`config.mk`:
```
export PLATFORM = sky130hd
export DESIGN_NAME = seg_scan_unit
export DESIGN_NICKNAME = d
export VERILOG_FILES = /design/src/rtl/seg_scan_pkg.sv /design/src/rtl/seg_scan_acc.sv /design/src/rtl/seg_scan_out_stage.sv /design/src/rtl/seg_scan_unit.sv
export SDC_FILE = /design/constraint.sdc
export NUM_CORES = 1
export LEC_CHECK = 0
export BUFFER_PORTS_ARGS = -buffer_cell sky130_fd_sc_hd__buf_2
export CAP_MARGIN = 10
export CORE_MARGIN = 1.5
export CORE_UTILIZATION = 50
export CTS_CLUSTER_SIZE = 16
export DETAILED_ROUTE_END_ITERATION = 7
export GPL_TIMING_DRIVEN = 0
export PLACE_DENSITY_LB_ADDON = 0.25
export SLEW_MARGIN = 20
export SYNTH_ARGS = -nofsm -noshare
export SYNTH_HDL_FRONTEND = slang
export SYNTH_SLANG_ARGS = --single-unit
```
`constraint.sdc`:
```
create_clock -name clk -period 8.5 [get_ports clk]
set_clock_uncertainty 0.2 [all_clocks]
set_input_delay 1.275 -clock clk [delete_from_list [all_inputs] [get_ports clk]]
set_output_delay 1.275 -clock clk [all_outputs]
set_load 0.03 [all_outputs]
```
`src/rtl/seg_scan_pkg.sv`:
```
package seg_scan_pkg;
  typedef enum logic [2:0] {
    OP_ADD  = 3'd0,
    OP_MUL  = 3'd1,
    OP_UMAX = 3'd2,
    OP_SMAX = 3'd3,
    OP_SMIN = 3'd4,
    OP_AND  = 3'd5,
    OP_OR   = 3'd6,
    OP_COPY = 3'd7
  } scan_op_e;
endpackage

```
`src/rtl/seg_scan_acc.sv`:
```
// One running partial: value plus "seen" flag. An empty partial reads as identity.
module seg_scan_acc
  import seg_scan_pkg::*;
#(
  parameter int W = 16
) (
  input  logic         clk,
  input  logic         rst_n,
  input  scan_op_e     op,
  input  logic         step,     // element accepted this cycle
  input  logic         active,
  input  logic         restart,  // empty the partial before this element
  input  logic         flush,    // empty the partial after this element
  input  logic [W-1:0] data,
  output logic [W-1:0] base_o,   // value before this element
  output logic [W-1:0] next_o    // value after this element
);
  localparam logic [W-1:0] ONE     = {{(W-1){1'b0}}, 1'b1};
  localparam logic [W-1:0] S_MIN   = {1'b1, {(W-1){1'b0}}};
  localparam logic [W-1:0] S_MAX   = {1'b0, {(W-1){1'b1}}};

  // identities
  function automatic logic [W-1:0] ident(scan_op_e o);
    case (o)
      OP_MUL:  return ONE;
      OP_SMAX: return S_MIN;
      OP_SMIN: return S_MAX;
      OP_AND:  return '1;
      default: return '0;
    endcase
  endfunction

  // operators; copy keeps the value already held
  function automatic logic [W-1:0] combine(scan_op_e o, logic [W-1:0] a, logic [W-1:0] b);
    logic [W-1:0] r;
    case (o)
      OP_ADD:  r = a + b;
      OP_MUL:  r = a * b;
      OP_UMAX: r = (a > b) ? a : b;
      OP_SMAX: r = ($signed(a) > $signed(b)) ? a : b;
      OP_SMIN: r = ($signed(a) < $signed(b)) ? a : b;
      OP_AND:  r = a & b;
      OP_OR:   r = a | b;
      default: r = a;
    endcase
    return r;
  endfunction

  logic         seen_q;
  logic [W-1:0] acc_q;
  logic         eff_seen;

  assign eff_seen = seen_q & ~restart;
  assign base_o   = eff_seen ? acc_q : ident(op);

  always_comb begin
    if (!active)       next_o = base_o;
    else if (eff_seen) next_o = combine(op, acc_q, data);
    else               next_o = data;
  end

  always_ff @(posedge clk) begin
    if (!rst_n) begin
      seen_q <= 1'b0;
      acc_q  <= '0;
    end else if (step) begin
      seen_q <= flush ? 1'b0 : (eff_seen | active);
      acc_q  <= next_o;
    end
  end
endmodule

```
`src/rtl/seg_scan_out_stage.sv`:
```
// Registered result stage: one cycle of latency for both outputs.
module seg_scan_out_stage #(
  parameter int W = 16
) (
  input  logic         clk,
  input  logic         rst_n,
  input  logic         valid,
  input  logic         last,
  input  logic         incl,
  input  logic [W-1:0] scan_base,
  input  logic [W-1:0] scan_next,
  input  logic [W-1:0] red_next,
  output logic         out_valid,
  output logic [W-1:0] out_data,
  output logic         red_valid,
  output logic [W-1:0] red_data
);
  always_ff @(posedge clk) begin
    if (!rst_n) begin
      out_valid <= 1'b0;
      out_data  <= '0;
      red_valid <= 1'b0;
      red_data  <= '0;
    end else begin
      out_valid <= valid;
      red_valid <= valid & last;
      if (valid) out_data <= incl ? scan_next : scan_base;
      if (valid & last) red_data <= red_next;
    end
  end
endmodule

```
`src/rtl/seg_scan_unit.sv`:
```
module seg_scan_unit
  import seg_scan_pkg::*;
#(
  parameter int W = 16
) (
  input  logic         clk,
  input  logic         rst_n,
  input  logic [2:0]   op_sel,
  input  logic         incl,
  input  logic         in_valid,
  input  logic         in_active,
  input  logic         in_seg_start,
  input  logic         in_last,
  input  logic [W-1:0] in_data,
  output logic         out_valid,
  output logic [W-1:0] out_data,
  output logic         red_valid,
  output logic [W-1:0] red_data
);
  scan_op_e     op;
  logic         elem_fire;
  logic         seg_restart;
  logic         seq_end;
  logic [W-1:0] seg_base, seg_next, red_base, red_next;

  assign op          = scan_op_e'(op_sel);
  assign elem_fire   = in_valid;
  assign seg_restart = in_valid & in_seg_start;
  assign seq_end     = in_valid & in_last;

  seg_scan_acc #(.W(W)) seg_acc_i (
    .clk(clk), .rst_n(rst_n), .op(op), .step(elem_fire), .active(in_active),
    .restart(seg_restart), .flush(seq_end), .data(in_data),
    .base_o(seg_base), .next_o(seg_next)
  );

  seg_scan_acc #(.W(W)) red_acc_i (
    .clk(clk), .rst_n(rst_n), .op(op), .step(elem_fire), .active(in_active),
    .restart(1'b0), .flush(seq_end), .data(in_data),
    .base_o(red_base), .next_o(red_next)
  );

  seg_scan_out_stage #(.W(W)) out_i (
    .clk(clk), .rst_n(rst_n), .valid(elem_fire), .last(in_last), .incl(incl),
    .scan_base(seg_base), .scan_next(seg_next), .red_next(red_next),
    .out_valid(out_valid), .out_data(out_data),
    .red_valid(red_valid), .red_data(red_data)
  );
endmodule

```
# Yosys cells after proc, flatten, opt, wreduce, memory -nomap -nowiden
# Index checks and enable logic that the tools add are counted.
op_classes:
  addsub: 2
  multipliers: 2
  div_mod_pow: 0
  order_cmp: 6
  n_eq_ne: 6
  shift: 0
  n_mux: 18
  bitwise: 10
  reduce_logical: 1
ops:
  columns: ["cell", "n"]
  rows:
  - ["$pmux 16 s7", 2]
  - ["$mux 16", 13]
  - ["$gt 16x16->1", 4]
  - ["$pmux 16 s4", 1]
  - ["$add 16x16->16", 2]
  - ["$and 16x16->16", 2]
  - ["$lt 16x16->1", 2]
  - ["$mul 16x16->16", 2]
  - ["$or 16x16->16", 2]
  - ["$eq 3x3->1 const B", 3]
  - ["$eq 3x2->1 const B", 2]
  - ["$and 1x1->1", 3]
  - ["$eq 3x1->1 const B", 1]
  - ["$logic_not 3->1", 1]
  - ["$mux 1", 2]
  - ["$or 1x1->1", 2]
  - ["$not 1->1", 1]
totals:
  ff_bits: 68
  latch_bits: 0
  mem_bits_rw: 0
  mem_bits_ro: 0
  out_inout_bits: 34
  elab_cells: 53
  n_memories: 0

# Longest topological paths before layout
logic_depth:
  ltp_word: 6
  ltp_mapped: 25
  ltp_nobuf: 24

# Modules after synthesis
# From an unflattened synthesis, not the netlist that was laid out.
hier_totals:
  hier_cells: 2079
  hier_area_um2: 16066.7
by_module_without_submodules:
  columns: ["mod", "n_inst", "cells_per_inst", "area_each_um2", "seq_area_each_um2"]
  rows:
  - ["seg_scan_acc (red_acc_i)", 1, 967, 7297.0, 340.3]
  - ["seg_scan_acc (seg_acc_i)", 1, 962, 7285.7, 340.3]
  - ["seg_scan_out_stage", 1, 147, 1467.7, 680.7]
  - ["seg_scan_unit", 1, 3, 16.3, 0.0]

# Least setup slack after synthesis
# OpenSTA, ideal clock, no wires.
synth_timing:
  kind: "input-to-reg"
  startpoint: "input port in_data[1]"
  endpoint: "register seg_acc_i.acc_q[15]"
  setup_ns: 0.132
  arrival_ns: 6.702
  required_time_ns: 8.168
  slack_ns: 1.465
  stages: 23
  n_path_buf: 2
  path_cell_list: "clkbuf_1 inv_1 clkbuf_1 nor2_1 fa_1 inv_1 fa_1 inv_1 fa_1 fa_1 inv_1 fa_1 fa_1 xor2_1 xnor2_1 xnor2_1 xnor2_1 xnor3_1 nand4_1 nand4_1 o21ba_2 o221ai_1 a21oi_1"
synth_between:
  elab_chain_len: 5
synth_lines:
  columns: ["item", "line", "source"]
  rows:
  - ["start, declared", "seg_scan_unit.sv:14", "input logic [W-1:0] in_data,"]
  - ["branches (longest 2 deep; another with $mul 16x16->16)", null, null]
  - ["$pmux 16 s7 (*)", "seg_scan_acc.sv:36", "case (o)"]
  - ["$mux 16 (*)", "seg_scan_acc.sv:58", "else if (eff_seen) next_o = combine(op, acc_q, data);"]
  - ["$mux 16 (*)", "seg_scan_acc.sv:57", "if (!active) next_o = base_o;"]
  - ["end signal, assigned", "seg_scan_acc.sv:68", "acc_q <= next_o;"]
  - ["end, declared", "seg_scan_acc.sv:50", "logic [W-1:0] acc_q;"]
# Mark *: on every way between the ends.
# A chain may end at the register's enable or synchronous reset.

# Worst setup path in the final report
layout_timing:
  startpoint: "input port in_data[3]"
  endpoint: "register out_i.red_data[15]"
layout_between:
  elab_chain_len: 5
layout_lines:
  columns: ["item", "line", "source"]
  rows:
  - ["branches (longest 2 deep; another with $mul 16x16->16)", null, null]
  - ["$pmux 16 s7 (*)", "seg_scan_acc.sv:36", null]
  - ["$mux 16 (*)", "seg_scan_acc.sv:58", null]
  - ["$mux 16 (*)", "seg_scan_acc.sv:57", null]
  - ["end signal, assigned", "seg_scan_out_stage.sv:28", "if (valid & last) red_data <= red_next;"]
  - ["end, declared", "seg_scan_out_stage.sv:16", "output logic [W-1:0] red_data"]
# Marks and branches as above.

==> results.sh <==
export IMPL_status="finished clean"
export IMPL_finalSetupViolCount=0
export IMPL_timing_fmax_ghz=0.119
export IMPL_maxSlewHeadroom_pct=23.6
export IMPL_tns_ps=0
export IMPL_n_antenna_cell=0
export IMPL_post_route_min_period_ps=8380
export IMPL_grt_pass1_vias=15400
export IMPL_critPathKind="in -> reg"
export IMPL_place_inst=2473
export IMPL_clk_latency_ps=340
export IMPL_synth_area_per_cell_sq_um=7.54
export IMPL_yosys_warnings=0
export IMPL_nets=2471
export IMPL_synth_top_area_cell="fa_1"
export IMPL_leakage_nw=7.52
export IMPL_grt_max_degree=14
export IMPL_postCtsSetupBuffers=0
export IMPL_yosysSeqAreaShare_pct=8.92
export IMPL_die_h_um=178
export IMPL_syn_inst=2024
export IMPL_cts_buffers=9
export IMPL_synthTopCellsByCount="inv_1, nand2_1, nor2_1"
export IMPL_vias_per_cell=6.38
export IMPL_synth_cell_types=84
export IMPL_hold_viol_final=0
export IMPL_core_sq_mm=0.0298
export IMPL_period_share_pct=98.6
export IMPL_drt_iter0_markers=2071
export IMPL_worst_pin_slew_ps=1150
export IMPL_gp_congestion=1.04
export IMPL_synth_flop_cell="dfxtp_1"
export IMPL_ios=60
export IMPL_grtUsageTotal_pct=42.8
export IMPL_clock_sinks=68
export IMPL_peakVddDrop_mv=0.141
export IMPL_synth_nets=2406
export IMPL_slew_viol_final=0
export IMPL_cts_buffer_depth=2
export IMPL_critical_path_endpoint_type="register"
export IMPL_tritoncts="built"
export IMPL_clk_pin_slew_ps=60
export IMPL_start_util_pct=51.2
export IMPL_ant_nets=0
export IMPL_critPathArrivalTime_ps=8370
export IMPL_synth_top_area_share_pct=21.3
export IMPL_dp_hpwl_um=53100
export IMPL_maxCapViolCount=0
export IMPL_dp_slack_ps=-489
export IMPL_wl_um=66700
export IMPL_layout_drive_gt1_share_pct=5.30
export IMPL_ys_ff_latch=68
export IMPL_routedWlPerCell_um=26.9
export IMPL_root_buffer="clkbuf_16"
export IMPL_power_density_mw_per_mm2=142
export IMPL_die_w_um=178
export IMPL_start_kind="input pin"
export IMPL_rsz0062_at_grt="true"
export IMPL_drt_first_pass_iters=5
export IMPL_antenna_found_initial=2
export IMPL_async_reset_ff_share_pct=0
export IMPL_grt_first_pass_wirelength_um=98000
export IMPL_design_die_area_sq_mm=0.0316
export IMPL_syn_to_final_growth_pct=6.98
export IMPL_fin_cells=2484
export IMPL_yosysMostFrequentCell="inv_1"
export IMPL_numPortBuffers=58
export IMPL_final_setup_worst_slack_ps=123
export IMPL_vias=15800
export IMPL_synth_area_leaders="fa_1, ha_1, dfxtp_1"
export IMPL_cp_max_fo=10
export IMPL_rows=63
export IMPL_hp_class="reg -> reg"
export IMPL_crit_required_ps=8500
export IMPL_htreeDepth=3
export IMPL_synth_edf_count=0
export IMPL_grt_overflow=0
export IMPL_syn_area_sq_mm=0.0153
export IMPL_drc=0
-- stage by stage --
stage,power (mW),utilization (%),hold slack (ps),area [sq um]
after floorplan,1.38,-,268,15300
after global placement,1.86,53.8,244,16000
after detailed placement,1.88,53.8,247,16000
after CTS,2.27,54.8,262,16300
after global routing,2.47,54.8,286,16300
final,2.32,54.8,263,16300
-- critical path, stage by stage --
cell      delay (ps)
buf_2            160
clkbuf_1         870
clkbuf_1         590
nand2_1          150
fa_1             490
fa_1             510
fa_1             510
inv_1             40
ha_1             290
fa_1             480
inv_1             50
fa_1             470
inv_1             40
ha_1             200
o41ai_1          550
o21ai_0          280
a31oi_1          470
xnor2_1          210
a221o_1          480
a22oi_1          190
nor2_1            60
-- routing by layer --
metal / routed length, um / part of all wire (%) / GRT usage [%] / up-vias
li1: - / - / - / 6857
met1: 27800 / 42 / 59.8 / 7692
met2: 26900 / 40 / 62.1 / 1088
met3: 8560 / 13 / 10.0 / 204
met4: 3440 / 5.2 / 20.1 / 2
met5: 12 / 0.018 / 0 / -
-- registers in the layout (all words and copies together) (netlist names) --
signal            cells
out_i.out_data       16
out_i.red_data       16
red_acc_i.acc_q      16
seg_acc_i.acc_q      16
out_i.out_valid       1
out_i.red_valid       1
red_acc_i.seen_q      1
seg_acc_i.seen_q      1
-- power by group --
| part | internal [mW] | switching [mW] |
|---|---|---|
| clock network | 0.227 | 0.150 |
| registers | 0.340 | 0.0356 |
| logic | 0.535 | 1.03 |
| total | 1.10 | 1.22 |
-- logic make-up after synthesis --
| group | count (synthesis) | share of synthesized area, % |
|---|---|---|
| flops | 68 | 8.92 |
| compound gates | 502 | 21.3 |
| buf+inv | 417 | 10.4 |
| mux | 15 | 1.00 |
| simple gates | 574 | 15.9 |
| xor+xnor | 92 | 5.37 |
| fa+ha+maj | 356 | 37.2 |
-- timing repair --
item                                    CTS  global route
gates cloned                              0             0
endpoints found under the setup margin    6            10
gates resized for setup                   0             0
hold buffers                              0             0
-- final cells by class --
type | instances | area, sq um
Buffer | 108 | 422
Sequential cell | 68 | 1360
Tap cell | 390 | 488
Inverter | 304 | 1140
Fill cell | 2995 | 13500
Multi-Input combinational cell | 1539 | 12300
Clock buffer | 10 | 229
Timing Repair Buffer | 59 | 298
Clock inverter | 6 | 63.8
-- layout by cell type (no fill, tap or decap), types with 17 or more instances in the layout --
cell / n
fa_1: 162
ha_1: 194
inv_1: 292
xnor2_1: 63
nand2_1: 229
nor2_1: 229
a21oi_1: 114
a31oi_1: 17
xor2_1: 28
clkbuf_1: 96
nand3_1: 27
buf_2: 62
a21o_1: 19
dfxtp_1: 68
o21ai_0: 157
a221oi_1: 27
a211oi_1: 25
-- final timing paths --
path / from / end / slack, ps / cells past startpoint
worst max register to register: red_acc_i.acc_q[3]$_SDFFE_PN0P_ / out_i.red_data[15]$_SDFFE_PN0P_ / 830 / 21
worst min-delay path: out_i.out_data[10]$_SDFFE_PN0P_ / out_i.out_data[10]$_SDFFE_PN0P_ / 260 / 2
worst max-delay path: in_data[3] / out_i.red_data[15]$_SDFFE_PN0P_ / 120 / 21
worst min register to register: out_i.out_data[10]$_SDFFE_PN0P_ / out_i.out_data[10]$_SDFFE_PN0P_ / 260 / 2
Power figures use the tool's default switching activity.
